### config.mk
export PLATFORM = sky130hd
export DESIGN_NAME = mem_addr_decoder
export DESIGN_NICKNAME = d
export VERILOG_FILES = /design/src/rtl/dec_pkg.sv /design/src/rtl/dec_window.sv /design/src/rtl/dec_cfg_regs.sv /design/src/rtl/dec_wait_ctrl.sv /design/src/rtl/mem_addr_decoder.sv
export SDC_FILE = /design/constraint.sdc
export NUM_CORES = 1
export LEC_CHECK = 0
export BUFFER_PORTS_ARGS = -buffer_cell sky130_fd_sc_hd__buf_2
export CAP_MARGIN = 10
export CORE_MARGIN = 2
export CORE_UTILIZATION = 32
export DETAILED_ROUTE_END_ITERATION = 10
export SKIP_LAST_GASP = 1
export SYNTH_ARGS = -nofsm -noshare
export SYNTH_HDL_FRONTEND = slang
export SYNTH_SLANG_ARGS = --single-unit
### constraint.sdc
create_clock -name clk -period 2.8 [get_ports clk]
set_clock_uncertainty 0.15 [all_clocks]
set_input_delay 0.42 -clock clk [delete_from_list [all_inputs] [get_ports clk]]
set_output_delay 0.42 -clock clk [all_outputs]
set_load 0.02 [all_outputs]
### src/rtl/dec_pkg.sv
package dec_pkg;
   typedef enum logic [1:0] {
      TGT_NONE = 2'd0,
      TGT_ROM  = 2'd1,
      TGT_RAM  = 2'd2,
      TGT_REG  = 2'd3
   } tgt_e;
endpackage

### src/rtl/dec_window.sv
// Hit detection for one memory window whose populated size is MIN << code,
// limited to the window's full span.
module dec_window #(
   parameter int ADDR_W = 32,
   parameter logic [ADDR_W-1:0] BASE = '0,
   parameter int MIN_LG = 17,
   parameter int MAX_LG = 19,
   parameter int CODE_W = 3
) (
   input  logic [ADDR_W-1:0] addr,
   input  logic [CODE_W-1:0] code,
   output logic              hit
);
   localparam int LG_W     = $clog2(MAX_LG + 1);
   localparam int SPAN     = MAX_LG - MIN_LG;
   localparam int TOP_CODE = (1 << CODE_W) - 1;

   if (MAX_LG < MIN_LG || MAX_LG >= ADDR_W) begin : g_bad_span
      $error("dec_window: size range invalid");
   end
   if (BASE[MAX_LG-1:0] != '0) begin : g_bad_base
      $error("dec_window: base not aligned to full span");
   end

   logic [LG_W-1:0] size_lg;

   if (TOP_CODE <= SPAN) begin : g_direct
      assign size_lg = LG_W'(MIN_LG + int'(code));
   end else begin : g_clamp
      assign size_lg = (int'(code) > SPAN) ? LG_W'(MAX_LG)
                                           : LG_W'(MIN_LG + int'(code));
   end

   logic in_span;
   assign in_span = (addr[ADDR_W-1:MAX_LG] == BASE[ADDR_W-1:MAX_LG]);
   assign hit     = in_span && ((addr[MAX_LG-1:0] >> size_lg) == '0);
endmodule

### src/rtl/dec_cfg_regs.sv
// Size-code register and wait-count register.
module dec_cfg_regs #(
   parameter int DATA_W   = 32,
   parameter int CODE_W   = 3,
   parameter int WAIT_W   = 4,
   parameter int ROM_POS  = 0,
   parameter int RAM_POS  = 8
) (
   input  logic              clk,
   input  logic              rst_n,
   input  logic              cfg_we,
   input  logic              wait_we,
   input  logic [DATA_W-1:0] wdata,
   output logic [CODE_W-1:0] rom_code,
   output logic [CODE_W-1:0] ram_code,
   output logic [WAIT_W-1:0] wt_rom,
   output logic [WAIT_W-1:0] wt_ram_rd,
   output logic [WAIT_W-1:0] wt_ram_wr,
   output logic [DATA_W-1:0] cfg_rd,
   output logic [DATA_W-1:0] wait_rd
);
   localparam int WREG_W = 3 * WAIT_W;

   if (WREG_W > DATA_W) begin : g_bad_wait
      $error("dec_cfg_regs: wait fields exceed data width");
   end
   if (ROM_POS + CODE_W > DATA_W || RAM_POS + CODE_W > DATA_W) begin : g_bad_pos
      $error("dec_cfg_regs: code field out of range");
   end
   if (ROM_POS < RAM_POS + CODE_W && RAM_POS < ROM_POS + CODE_W) begin : g_overlap
      $error("dec_cfg_regs: code fields overlap");
   end

   logic [WREG_W-1:0] wait_q;
   logic              unused_wdata;
   assign unused_wdata = ^wdata;

   always_ff @(posedge clk) begin
      if (!rst_n) begin
         rom_code <= '0;
         ram_code <= '0;
         wait_q   <= '1;
      end else begin
         if (cfg_we) begin
            rom_code <= wdata[ROM_POS +: CODE_W];
            ram_code <= wdata[RAM_POS +: CODE_W];
         end
         if (wait_we) wait_q <= wdata[WREG_W-1:0];
      end
   end

   assign wt_rom    = wait_q[0 +: WAIT_W];
   assign wt_ram_rd = wait_q[WAIT_W +: WAIT_W];
   assign wt_ram_wr = wait_q[2*WAIT_W +: WAIT_W];
   assign wait_rd   = DATA_W'(wait_q);

   always_comb begin
      cfg_rd = '0;
      cfg_rd[ROM_POS +: CODE_W] = rom_code;
      cfg_rd[RAM_POS +: CODE_W] = ram_code;
   end
endmodule

### src/rtl/dec_wait_ctrl.sv
// Access sequencer: idle until start, then counts down the loaded waits.
module dec_wait_ctrl #(
   parameter int WAIT_W = 4
) (
   input  logic              clk,
   input  logic              rst_n,
   input  logic              start,
   input  logic [WAIT_W-1:0] load,
   output logic              busy,
   output logic              ready
);
   logic [WAIT_W-1:0] cnt;

   always_ff @(posedge clk) begin
      if (!rst_n) begin
         busy <= 1'b0;
         cnt  <= '0;
      end else if (!busy) begin
         if (start) begin
            busy <= 1'b1;
            cnt  <= load;
         end
      end else if (cnt == '0) begin
         busy <= 1'b0;
      end else begin
         cnt <= cnt - 1'b1;
      end
   end

   assign ready = busy && (cnt == '0);
endmodule

### src/rtl/mem_addr_decoder.sv
module mem_addr_decoder
   import dec_pkg::*;
#(
   parameter int ADDR_W     = 32,
   parameter int DATA_W     = 32,
   parameter logic [ADDR_W-1:0] ROM_BASE = 32'h0000_0000,
   parameter int ROM_MIN_LG = 17,
   parameter int ROM_MAX_LG = 19,
   parameter logic [ADDR_W-1:0] RAM_BASE = 32'h0200_0000,
   parameter int RAM_MIN_LG = 18,
   parameter int RAM_MAX_LG = 22,
   parameter logic [ADDR_W-1:0] REG_BASE = 32'h01F8_0000,
   parameter int REG_WIN_LG = 8,
   parameter int CODE_W     = 3,
   parameter int WAIT_W     = 4,
   parameter int ROM_POS    = 0,
   parameter int RAM_POS    = 8,
   parameter logic [REG_WIN_LG-1:0] CFG_OFS  = 8'h10,
   parameter logic [REG_WIN_LG-1:0] WAIT_OFS = 8'h18
) (
   input  logic              clk,
   input  logic              rst_n,
   input  logic              req_valid,
   input  logic              req_write,
   input  logic [ADDR_W-1:0] req_addr,
   input  logic [DATA_W-1:0] req_wdata,
   output logic              rom_sel,
   output logic              ram_sel,
   output logic              reg_sel,
   output logic              rsp_ready,
   output logic              rsp_error,
   output logic [DATA_W-1:0] rsp_rdata
);
   if (CFG_OFS == WAIT_OFS) begin : g_bad_ofs
      $error("mem_addr_decoder: register offsets collide");
   end
   if (REG_BASE[REG_WIN_LG-1:0] != '0) begin : g_bad_reg_base
      $error("mem_addr_decoder: register window misaligned");
   end

   logic [CODE_W-1:0] rom_code, ram_code;
   logic [WAIT_W-1:0] wt_rom, wt_ram_rd, wt_ram_wr, wt_load;
   logic [DATA_W-1:0] cfg_rd, wait_rd, rd_mux, rdata_q;
   logic rom_hit, ram_hit, reg_win, hit_cfg, hit_wait;
   logic busy, ready, accept;
   tgt_e tgt_d, tgt_q;

   dec_window #(.ADDR_W(ADDR_W), .BASE(ROM_BASE), .MIN_LG(ROM_MIN_LG),
                .MAX_LG(ROM_MAX_LG), .CODE_W(CODE_W))
      u_rom_win (.addr(req_addr), .code(rom_code), .hit(rom_hit));

   dec_window #(.ADDR_W(ADDR_W), .BASE(RAM_BASE), .MIN_LG(RAM_MIN_LG),
                .MAX_LG(RAM_MAX_LG), .CODE_W(CODE_W))
      u_ram_win (.addr(req_addr), .code(ram_code), .hit(ram_hit));

   assign reg_win  = (req_addr[ADDR_W-1:REG_WIN_LG] == REG_BASE[ADDR_W-1:REG_WIN_LG]);
   assign hit_cfg  = reg_win && (req_addr[REG_WIN_LG-1:0] == CFG_OFS);
   assign hit_wait = reg_win && (req_addr[REG_WIN_LG-1:0] == WAIT_OFS);
   assign accept   = req_valid && !busy;

   dec_cfg_regs #(.DATA_W(DATA_W), .CODE_W(CODE_W), .WAIT_W(WAIT_W),
                  .ROM_POS(ROM_POS), .RAM_POS(RAM_POS))
      u_regs (.clk(clk), .rst_n(rst_n),
              .cfg_we(accept && req_write && hit_cfg),
              .wait_we(accept && req_write && hit_wait),
              .wdata(req_wdata), .rom_code(rom_code), .ram_code(ram_code),
              .wt_rom(wt_rom), .wt_ram_rd(wt_ram_rd), .wt_ram_wr(wt_ram_wr),
              .cfg_rd(cfg_rd), .wait_rd(wait_rd));

   always_comb begin
      if (rom_hit)                    tgt_d = TGT_ROM;
      else if (ram_hit)               tgt_d = TGT_RAM;
      else if (hit_cfg || hit_wait)   tgt_d = TGT_REG;
      else                            tgt_d = TGT_NONE;
      unique case (tgt_d)
         TGT_ROM: wt_load = wt_rom;
         TGT_RAM: wt_load = req_write ? wt_ram_wr : wt_ram_rd;
         default: wt_load = '0;
      endcase
      if (req_write)     rd_mux = '0;
      else if (hit_cfg)  rd_mux = cfg_rd;
      else if (hit_wait) rd_mux = wait_rd;
      else               rd_mux = '0;
   end

   dec_wait_ctrl #(.WAIT_W(WAIT_W))
      u_seq (.clk(clk), .rst_n(rst_n), .start(accept), .load(wt_load),
             .busy(busy), .ready(ready));

   always_ff @(posedge clk) begin
      if (!rst_n) begin
         tgt_q   <= TGT_NONE;
         rdata_q <= '0;
      end else if (accept) begin
         tgt_q   <= tgt_d;
         rdata_q <= rd_mux;
      end
   end

   assign rom_sel   = busy && (tgt_q == TGT_ROM);
   assign ram_sel   = busy && (tgt_q == TGT_RAM);
   assign reg_sel   = busy && (tgt_q == TGT_REG);
   assign rsp_ready = ready;
   assign rsp_error = ready && (tgt_q == TGT_NONE);
   assign rsp_rdata = ready ? rdata_q : '0;
endmodule

==> results of run 1 <==
-- sequential cells by signal, indices dropped and copies added, names as in the netlist --
name,cells
rdata_q,12
tgt_q,2
u_regs.ram_code,3
u_regs.rom_code,3
u_regs.wait_q,12
u_seq.busy,1
u_seq.cnt,4
-- power breakdown --
group	total (mW)	internal [mW]	leakage, nW	switching, mW
logic	0.176	0.0682	0.856	0.108
registers	0.550	0.537	0.300	0.0130
clock network	0.445	0.259	0.0540	0.186
-- worst max-delay path, stage by stage --
cell	delay (ps)
buf_2	100
or4_1	520
or4_4	530
or3_4	370
and2_4	160
ha_4	220
or3_1	380
a31oi_1	150
-- cells by family after synthesis --
group,count (synthesis)
simple gates,119
flops,37
buf+inv,37
other cells,1
mux,28
xor+xnor,1
fa+ha+maj,6
compound gates,35
-- cell usage in the layout (no fill, tap or decap), types with 2 or more instances in the layout --
cell / count
dfxtp_1: 37
or2_2: 2
or3_1: 2
nand2_1: 38
a31oi_1: 3
nor3_1: 7
o21ai_0: 7
mux2_2: 4
conb_1: 20
buf_2: 64
nand3_1: 4
and2_1: 13
nor4_1: 2
nor4bb_1: 2
mux2i_1: 24
nor4_4: 2
a21oi_1: 3
o21a_1: 2
or4_4: 2
clkbuf_8: 5
inv_1: 4
ha_1: 4
a22oi_1: 3
buf_4: 8
o21ai_2: 10
o21ai_1: 2
nor2_1: 30
nor2b_1: 3
-- path summary, 6_finish.rpt --
path	startpoint	to	slack (ps)	cells past startpoint
min reg2reg	rdata_q[0]$_SDFFE_PN0P_	rdata_q[0]$_SDFFE_PN0P_	300	2
max reg2reg	u_regs.rom_code[0]$_SDFFE_PN0P_	u_seq.cnt[2]$_SDFFE_PN0P_	210	9
min	req_wdata[10]	u_regs.ram_code[2]$_SDFFE_PN0P_	240	3
max	req_addr[17]	u_seq.cnt[2]$_SDFFE_PN0P_	20	8
-- metal layers --
metal  global-route usage, %  vias to the layer above  routed length [um]
li1                        -                      998                   -
met1                    17.5                      858                2270
met2                    21.1                       55                2260
met3                    3.13                        6                 250
met4                    4.20                        0                  70
met5                       0                        -                   0
-- metrics by stage --
stage	cells	power, mW	setup slack (ps)	hold slack (ps)
after floorplan	283	0.699	-114	271
after global placement	404	0.737	-220	281
after detailed placement	404	0.740	-251	288
after CTS	411	1.18	29.1	231
after global routing	411	1.23	-47.5	222
final	411	1.17	23.1	236
-- area by class of cell --
type                            count  area share, %
Multi-Input combinational cell    209           49.8
Tap cell                           80           3.69
Clock inverter                      2           1.29
Clock buffer                        5           2.53
Inverter                            5          0.691
Sequential cell                    37           27.3
Timing Repair Buffer               73           14.7
==> impl_metrics.py, run 1 <==
metrics = {
    "routing": {
        "dr.first_iter.drc_count": 38,
        "drc_errors": 0,
        "detail-route-antenna-nets": 0,
        "wire_per_inst_um": 11.8,
        "num_vias": 1917,
        "wl_mm": 4.85,
        "vias_per_cell": 4.66,
        "firstDrtPassIters": 4,
    },
    "clock_network": {
        "cts.sinks": 37,
        "cts.clk_slew.worst_paths_ps": 70,
        "htreeDepth": 2,
        "cts_resized": 1,
        "holdBufCountCts": 0,
        "postCtsSetupRepairBufs": 0,
        "root_buffer": "clkbuf_8",
        "numCtsBuffers": 5,
        "cts_tree": "yes",
        "cts.path.max_buffers": 2,
        "clock_latency_ps": 290,
    },
    "synth": {
        "synthSimpleGateAreaFrac_pct": 28.4,
        "synth.most_common_cell": "nand2_1",
        "ys_seq_area_share_pct": 33.4,
        "ys_async_sr_fraction_pct": 0,
        "syn_avg_cell_area_um2": 8.40,
        "synth_compound_area_share_pct": 11.2,
        "yosys.area_share.xor_xnor_pct": 0.395,
        "ys.flop_type": "dfxtp_1",
        "ys_types": 45,
        "synth_edf_count": 0,
        "ys_warn_count": 0,
        "synthTopCellsByCount": "nand2_1, dfxtp_1, nor2_1, mux2i_1, buf_4",
        "synth_top_family_by_area": "simple AND/OR/NAND/NOR gates",
        "synth_top_area_cell": "dfxtp_1",
        "synth.area.mux_share_pct": 12.9,
        "syn_inst": 264,
        "synthAdderAreaFrac_pct": 3.38,
        "netlist.area_leader.share_pct": 33.4,
        "ys_seq_elements": 37,
        "netlist_area_um2": 2220,
        "ys_top_cells_by_area": "dfxtp_1, mux2i_1, buf_4",
    },
    "floorplanning": {
        "fp.dieH_um": 87.3,
        "start_util_pct": 32.8,
        "placementRows": 30,
        "io_pins": 105,
        "fp.dieW_um": 87.3,
        "core_um2": 6760,
        "dieArea_um2": 7610,
    },
    "timing": {
        "tightestPinTransition_ps": 709,
        "min_period_ps": 2780,
        "drv_slew": 0,
        "max_freq_ghz": 0.360,
        "finalSetupViolCount": 0,
        "post-route-period-util_pct": 99.2,
        "rsz0062_at_grt": "true",
        "final_hold_viol_count": 0,
        "tns_ps": 0,
        "slew_headroom_pct": 52.6,
    },
    "placement": {
        "dp_hpwl_mm": 3.98,
        "dpl_cell_area_um2": 2610,
        "port_buffers": 64,
        "place_congestion": 0.768,
    },
    "layout": {
        "post-route-util_pct": 40.2,
        "drive_gt1_share_pct": 32.6,
        "fill_cells": 690,
        "syn_to_final_growth_pct": 22.4,
        "register_area_um2": 741,
        "antenna_cells": 0,
        "layout.nets": 405,
        "multiInputGateArea_um2": 1350,
        "post-route-cell-area_um2": 2720,
    },
    "min_path": {
        "hp-class": "input port to flip-flop",
    },
    "power_and_ir_drop": {
        "leakagePower_nw": 1.21,
        "p_per_area_nw_per_um2": 431,
        "vdd_drop_max_mv": 0.170,
    },
    "worst_setup_path": {
        "critical_path_class": "input port to flip-flop",
        "path_max_fanout": 5,
        "cp.arrival_ps": 2840,
        "start_kind": "input port",
        "cp-end-kind": "flip-flop",
        "required_ps": 2860,
    },
    "run_status": {
        "status": "complete, no violations",
    },
    "flow_run": {
        "drv_cap": 0,
    },
    "grt": {
        "grt_max_degree": 18,
        "grt_pass1_vias": 1678,
        "grt_usage_pct": 13.2,
        "antenna_found_initial": 0,
        "grt_overflow": 0,
        "grt_pass1_wl_mm": 7.89,
    },
}
(Power assumes the default switching activity.)
==> run 2: changes to the inputs <==
--- a/config.mk
+++ b/config.mk
@@ -8,7 +8,7 @@
 export BUFFER_PORTS_ARGS = -buffer_cell sky130_fd_sc_hd__buf_2
 export CAP_MARGIN = 10
 export CORE_MARGIN = 2
-export CORE_UTILIZATION = 32
+export CORE_UTILIZATION = 23
 export DETAILED_ROUTE_END_ITERATION = 10
 export SKIP_LAST_GASP = 1
 export SYNTH_ARGS = -nofsm -noshare
==> constraint.sdc (replaced) <==
create_clock -name clk -period 2.5 [get_ports clk]
set_clock_uncertainty 0.15 [all_clocks]
set_input_delay 0.375 -clock clk [delete_from_list [all_inputs] [get_ports clk]]
set_output_delay 0.375 -clock clk [all_outputs]
set_load 0.02 [all_outputs]
==> impl_metrics.py, run 2 (synthesis results as in run 1) <==
metrics = {
    "layout": {
        "antenna_cells": 0,
        "biggestRegsByFlops": "rdata_q: 12 flops, u_regs.wait_q: 12 flops, u_seq.cnt: 4 flops",
        "drive_gt1_share_pct": 36.0,
        "post-route-util_pct": 31.1,
        "final_common_cell": "buf_2",
        "register_area_um2": 741,
        "final_cells": 471,
        "syn_to_final_growth_pct": 29.9,
        "layout.nets": 415,
        "post-route-cell-area_um2": 2880,
        "multiInputGateArea_um2": 1370,
        "most-common-layout-cells": "buf_2, nand2_1, dfxtp_1",
        "fill_cells": 1038,
    },
    "timing": {
        "min_period_ps": 2680,
        "finalSetupViolCount": 4,
        "final_hold_viol_count": 0,
        "tns_ps": -454,
        "rsz0062_at_grt": "true",
        "setup_slack_ps": -184,
        "whs_ps": 200,
        "max_freq_ghz": 0.373,
        "post-route-period-util_pct": 107,
        "drv_slew": 0,
    },
    "worst_setup_path": {
        "crit_buf_inv": 1,
        "cpMaxStageDelayCell": "or4_4",
        "cp_common_cell": "or4_4",
        "cp.arrival_ps": 2740,
        "cp-end-kind": "flip-flop",
        "critical_path_class": "input port to flip-flop",
        "crit_chain": "buf_6 > or4_4 > or4_4 > or3_4 > and2_4 > ha_4 > or3_1 > a31oi_1",
        "slowest_delay_ps": 530,
        "path_max_fanout": 5,
        "required_ps": 2560,
        "start_kind": "input port",
        "crit_family": "simple AND/OR/NAND/NOR gates",
    },
    "placement": {
        "dp_slack_ps": -481,
        "place_inst": 462,
        "dp_hpwl_mm": 4.41,
        "port_buffers": 64,
        "place_congestion": 0.765,
        "dpl_cell_area_um2": 2740,
    },
    "floorplanning": {
        "fp.dieW_um": 102,
        "start_util_pct": 23.9,
        "fp.dieH_um": 102,
        "io_pins": 105,
        "placementRows": 35,
        "core_um2": 9280,
        "dieArea_um2": 10400,
    },
    "run_status": {
        "status": "complete, but fails checks",
        "violations": "setup timing",
    },
    "routing": {
        "drc_errors": 0,
        "wl_mm": 5.36,
        "dr.first_iter.drc_count": 53,
        "wire_per_inst_um": 11.4,
        "firstDrtPassIters": 4,
        "num_vias": 1929,
        "vias_per_cell": 4.10,
        "detail-route-antenna-nets": 0,
    },
    "power_and_ir_drop": {
        "seqPwrFrac_pct": 48.4,
        "p_clk_share_pct": 35.3,
        "vdd_drop_max_mv": 0.179,
        "switchingPower_mw": 0.339,
        "switching_share_pct": 26.6,
        "p_int_mw": 0.935,
        "p_per_area_nw_per_um2": 442,
        "total_power_mw": 1.27,
        "comb_power_share_pct": 16.3,
        "leakagePower_nw": 1.27,
    },
    "clock_network": {
        "cts.clk_slew.worst_paths_ps": 70,
        "htreeDepth": 2,
        "cts.sinks": 37,
        "numCtsBuffers": 5,
        "cts.path.max_buffers": 2,
        "clock_latency_ps": 280,
        "cts_tree": "yes",
        "root_buffer": "clkbuf_8",
    },
    "grt": {
        "grt_pass1_wl_mm": 8.49,
        "grt_overflow": 0,
        "grt_pass1_vias": 1768,
        "grt_usage_pct": 10.3,
        "antenna_found_initial": 0,
        "grt_max_degree": 28,
    },
    "min_path": {
        "hp-class": "input port to flip-flop",
    },
    "flow_run": {
        "drv_cap": 0,
    },
}
[run 2: changes by cell type in the layout (fill, tap and decap cells not counted), moves of 2 or more]
| cell | previous run | this run |
|---|---|---|
| buf_2 | 64 | 62 |
| buf_4 | 8 | 18 |
| buf_6 | 0 | 2 |
| clkbuf_8 | 5 | 7 |
[run 2: cell type report]
class / instances / share of cell area (%)
Clock buffer: 7 / 3.34
Timing Repair Buffer: 83 / 16.9
Inverter: 5 / 0.651
Clock inverter: 1 / 0.174
Tap cell: 129 / 5.60
Sequential cell: 37 / 25.7
Multi-Input combinational cell: 209 / 47.6
[run 2: worst paths after layout]
path | startpoint | to | slack, ps | cells after the start
min | req_wdata[10] | u_regs.ram_code[2]$_SDFFE_PN0P_ | 200 | 3
min reg2reg | rdata_q[4]$_SDFFE_PN0P_ | rdata_q[4]$_SDFFE_PN0P_ | 300 | 2
max | req_addr[12] | u_seq.cnt[2]$_SDFFE_PN0P_ | -180 | 8
max reg2reg | u_regs.rom_code[0]$_SDFFE_PN0P_ | u_seq.cnt[2]$_SDFFE_PN0P_ | -10 | 9
[run 2: routing by layer]
layer / part of all wire, % / GRT usage, % / routed length [um]
met2: 49 / 17.1 / 2630
met5: 0 / 0 / 0
met1: 46 / 13.2 / 2460
met3: 3.8 / 2.39 / 204
met4: 1.4 / 3.38 / 73
[run 2: power groups by stage]
stage / logic, mW / clock network, mW / registers (mW)
global placement: 0.202 / 0 / 0.630
CTS: 0.208 / 0.463 / 0.617
global route: 0.235 / 0.493 / 0.620
floorplan: 0.160 / 0 / 0.623
finish: 0.207 / 0.449 / 0.617
detailed placement: 0.205 / 0 / 0.631
[run 2: tightest hold or removal path, stage by stage]
cell,delay (ps)
buf_2,110
nand2_1,50
mux2i_1,50
[run 2: timing repair]
item | 4_1_cts | 5_1_grt
endpoints found under the setup margin | 4 | 16
setup buffers | 1 | 0
cloned | 0 | 0
hold buffers | 0 | 0
resized for setup | 9 | 1
pin swaps | 4 | 0
==> run 3: changes to the inputs <==
--- a/config.mk
+++ b/config.mk
@@ -5,12 +5,14 @@
 export SDC_FILE = /design/constraint.sdc
 export NUM_CORES = 1
 export LEC_CHECK = 0
+export ABC_AREA = 1
 export BUFFER_PORTS_ARGS = -buffer_cell sky130_fd_sc_hd__buf_2
 export CAP_MARGIN = 10
 export CORE_MARGIN = 2
 export CORE_UTILIZATION = 23
 export DETAILED_ROUTE_END_ITERATION = 10
 export SKIP_LAST_GASP = 1
+export SLEW_MARGIN = 20
 export SYNTH_ARGS = -nofsm -noshare
 export SYNTH_HDL_FRONTEND = slang
 export SYNTH_SLANG_ARGS = --single-unit
==> impl_metrics.py, run 3 <==
metrics = {
    "min_path": {
        "hp-class": "input port to flip-flop",
        "whs_path_depth": 3,
        "worstHoldStart": "req_wdata[7]",
        "min_to": "u_regs.wait_q[7]$_SDFFE_PN1P_",
    },
    "worst_setup_path": {
        "reg2reg_from": "u_regs.rom_code[0]$_SDFFE_PN0P_",
        "rrSetupSlack_ps": 190,
        "path_max_fanout": 3,
        "cpMaxStageDelayCell": "dfxtp_2",
        "rr_worst_depth": 15,
        "crit_buf_inv": 3,
        "crit_chain": "inv_1 > ha_1 > o21ai_1 > nand2_1 > o211ai_1 > nand3_1 > nand2_1 > inv_1 > ha_1 > inv_2 > a21oi_1 > a21oi_1 > o22ai_1 > nor2_1 > nor2_1",
        "required_ps": 2530,
        "cp.arrival_ps": 2330,
        "cp-end-kind": "flip-flop",
        "crit_family": "simple AND/OR/NAND/NOR gates",
        "critical_path_class": "flip-flop to flip-flop",
        "slowest_delay_ps": 330,
        "start_kind": "flip-flop",
        "reg2reg_to": "u_seq.cnt[1]$_SDFFE_PN0P_",
    },
    "power_and_ir_drop": {
        "vdd_drop_max_mv": 0.255,
        "seqPwrFrac_pct": 49.7,
        "switching_share_pct": 29.7,
        "p_per_area_nw_per_um2": 428,
        "leakagePower_nw": 1.50,
        "comb_power_share_pct": 20.0,
        "total_power_mw": 1.25,
        "p_clk_share_pct": 30.3,
        "switchingPower_mw": 0.371,
        "p_int_mw": 0.878,
    },
    "grt": {
        "antenna_found_initial": 0,
        "grt_usage_pct": 11.4,
        "grt_overflow": 0,
        "grt_pass1_wl_mm": 10.5,
        "grt_pass1_vias": 2360,
        "grt_max_degree": 26,
    },
    "routing": {
        "firstDrtPassIters": 5,
        "vias_per_cell": 4.17,
        "wl_mm": 6.04,
        "dr.first_iter.drc_count": 71,
        "num_vias": 2365,
        "detail-route-antenna-nets": 0,
        "drc_errors": 0,
        "wire_per_inst_um": 10.7,
    },
    "clock_network": {
        "numCtsBuffers": 5,
        "htreeDepth": 2,
        "cts.path.max_buffers": 2,
        "root_buffer": "clkbuf_8",
        "holdBufCountCts": 0,
        "cts.clk_slew.worst_paths_ps": 70,
        "cts_tree": "yes",
        "clock_latency_ps": 280,
        "cts.sinks": 37,
    },
    "floorplanning": {
        "placementRows": 37,
        "io_pins": 105,
        "start_util_pct": 23.6,
        "fp.dieW_um": 107,
        "fp.dieH_um": 107,
        "core_um2": 10300,
        "dieArea_um2": 11400,
    },
    "timing": {
        "post-route-period-util_pct": 92.3,
        "max_freq_ghz": 0.433,
        "rsz0062_at_grt": "false",
        "drv_slew": 0,
        "tns_ps": 0,
        "finalSetupViolCount": 0,
        "min_period_ps": 2310,
        "final_hold_viol_count": 0,
    },
    "layout": {
        "final_cells": 567,
        "layout.nets": 506,
        "post-route-util_pct": 28.4,
        "antenna_cells": 0,
        "most-common-layout-cells": "nand2_1, buf_2, inv_1",
        "biggestRegsByFlops": "rdata_q: 12 flops, u_regs.wait_q: 12 flops, u_seq.cnt: 4 flops",
        "drive_gt1_share_pct": 25.3,
        "post-route-cell-area_um2": 2920,
        "final_common_cell": "nand2_1",
        "syn_to_final_growth_pct": 20.2,
    },
    "synth": {
        "ys.flop_type": "dfxtp_1",
        "ys_async_sr_fraction_pct": 0,
        "synth.area.mux_share_pct": 0,
        "ys_warn_count": 0,
        "synthSimpleGateAreaFrac_pct": 35.4,
        "synth_top_area_cell": "dfxtp_1",
        "netlist.area_leader.share_pct": 30.5,
        "ys_top_cells_by_area": "dfxtp_1, nand2_1, inv_1",
        "synth.most_common_cell": "nand2_1",
        "ys_seq_area_share_pct": 30.5,
        "synthAdderAreaFrac_pct": 3.09,
        "synth_top_family_by_area": "simple AND/OR/NAND/NOR gates",
        "yosys.area_share.xor_xnor_pct": 0.361,
        "netlist_area_um2": 2430,
        "syn_avg_cell_area_um2": 6.67,
        "synth_edf_count": 0,
        "synthTopCellsByCount": "nand2_1, inv_1, nor2_1, dfxtp_1, a21oi_1",
        "ys_types": 35,
        "syn_inst": 364,
        "ys_seq_elements": 37,
        "synth_compound_area_share_pct": 12.8,
    },
    "flow_run": {
        "drv_cap": 0,
    },
    "placement": {
        "dpl_cell_area_um2": 2830,
        "port_buffers": 64,
        "place_congestion": 0.857,
        "dp_hpwl_mm": 4.96,
        "place_inst": 560,
    },
    "run_status": {
        "status": "complete, no violations",
    },
}
==> run 3: power groups by stage <==
stage	combinational, mW	sequential (mW)	clock [mW]
after CTS	0.251	0.620	0.391
after global placement	0.247	0.633	0
after global routing	0.286	0.622	0.421
after floorplan	0.190	0.631	0
final	0.249	0.621	0.379
after detailed placement	0.250	0.633	0
==> run 3: cell families (layout without fill, tap and decap cells) <==
logic type	count (synthesis)	in the layout
flops	37	37
other cells	1	20
compound gates	56	56
buf+inv	88	136
simple gates	175	175
fa+ha+maj	6	6
xor+xnor	1	1
==> run 3: tightest hold or removal path, cell delays in order <==
cell and delay (ps):
buf_2 80, nand2_1 40, nand3_1 50
==> run 3: metrics by stage <==
step | setup slack [ps] | hold slack, ps
2_1_floorplan | 436 | 292
3_3_place_gp | 112 | 309
3_5_place_dp | 74.6 | 314
4_1_cts | 71.8 | 138
5_1_grt | 10.8 | 149
6_report | 193 | 145
==> run 3: cell type report <==
cell class	instances	area [um2]
timing repair buffer	71	373
tap	136	170
sequential	37	742
clock inverter	1	5.00
clock buffer	5	68.8
multi-input combinational	258	1330
fill	1170	7360
inverter	59	229
==> run 3: routing by layer <==
| metal | up-vias | GRT usage (%) | wire length [um] |
|---|---|---|---|
| met5 | - | 0 | 0 |
| met1 | 1039 | 14.4 | 2910 |
| met3 | 7 | 2.61 | 293 |
| met2 | 63 | 19.9 | 2780 |
| met4 | 0 | 2.50 | 58 |
| li1 | 1256 | - | - |
==> run 3: how the worst max path moves through the flow <==
stage	slack, ps	end	startpoint	depth (start not counted)
after detailed placement	70	u_seq.cnt[1]$_SDFFE_PN0P_	req_addr[26]	13
after CTS	70	u_seq.cnt[1]$_SDFFE_PN0P_	u_regs.rom_code[0]$_SDFFE_PN0P_	15
final	190	u_seq.cnt[1]$_SDFFE_PN0P_	u_regs.rom_code[0]$_SDFFE_PN0P_	15
after global routing	10	u_seq.cnt[1]$_SDFFE_PN0P_	u_regs.rom_code[0]$_SDFFE_PN0P_	15
after floorplan	440	u_seq.cnt[1]$_SDFFE_PN0P_	req_addr[1]	12
after global placement	110	u_seq.cnt[1]$_SDFFE_PN0P_	req_addr[26]	13
==> run 3: what timing repair did <==
action / in CTS / in global routing
hold endpoints to repair: 0 / 0
gates resized for setup: 0 / 4
endpoints found under the setup margin: 0 / 3
setup buffers: 0 / 1
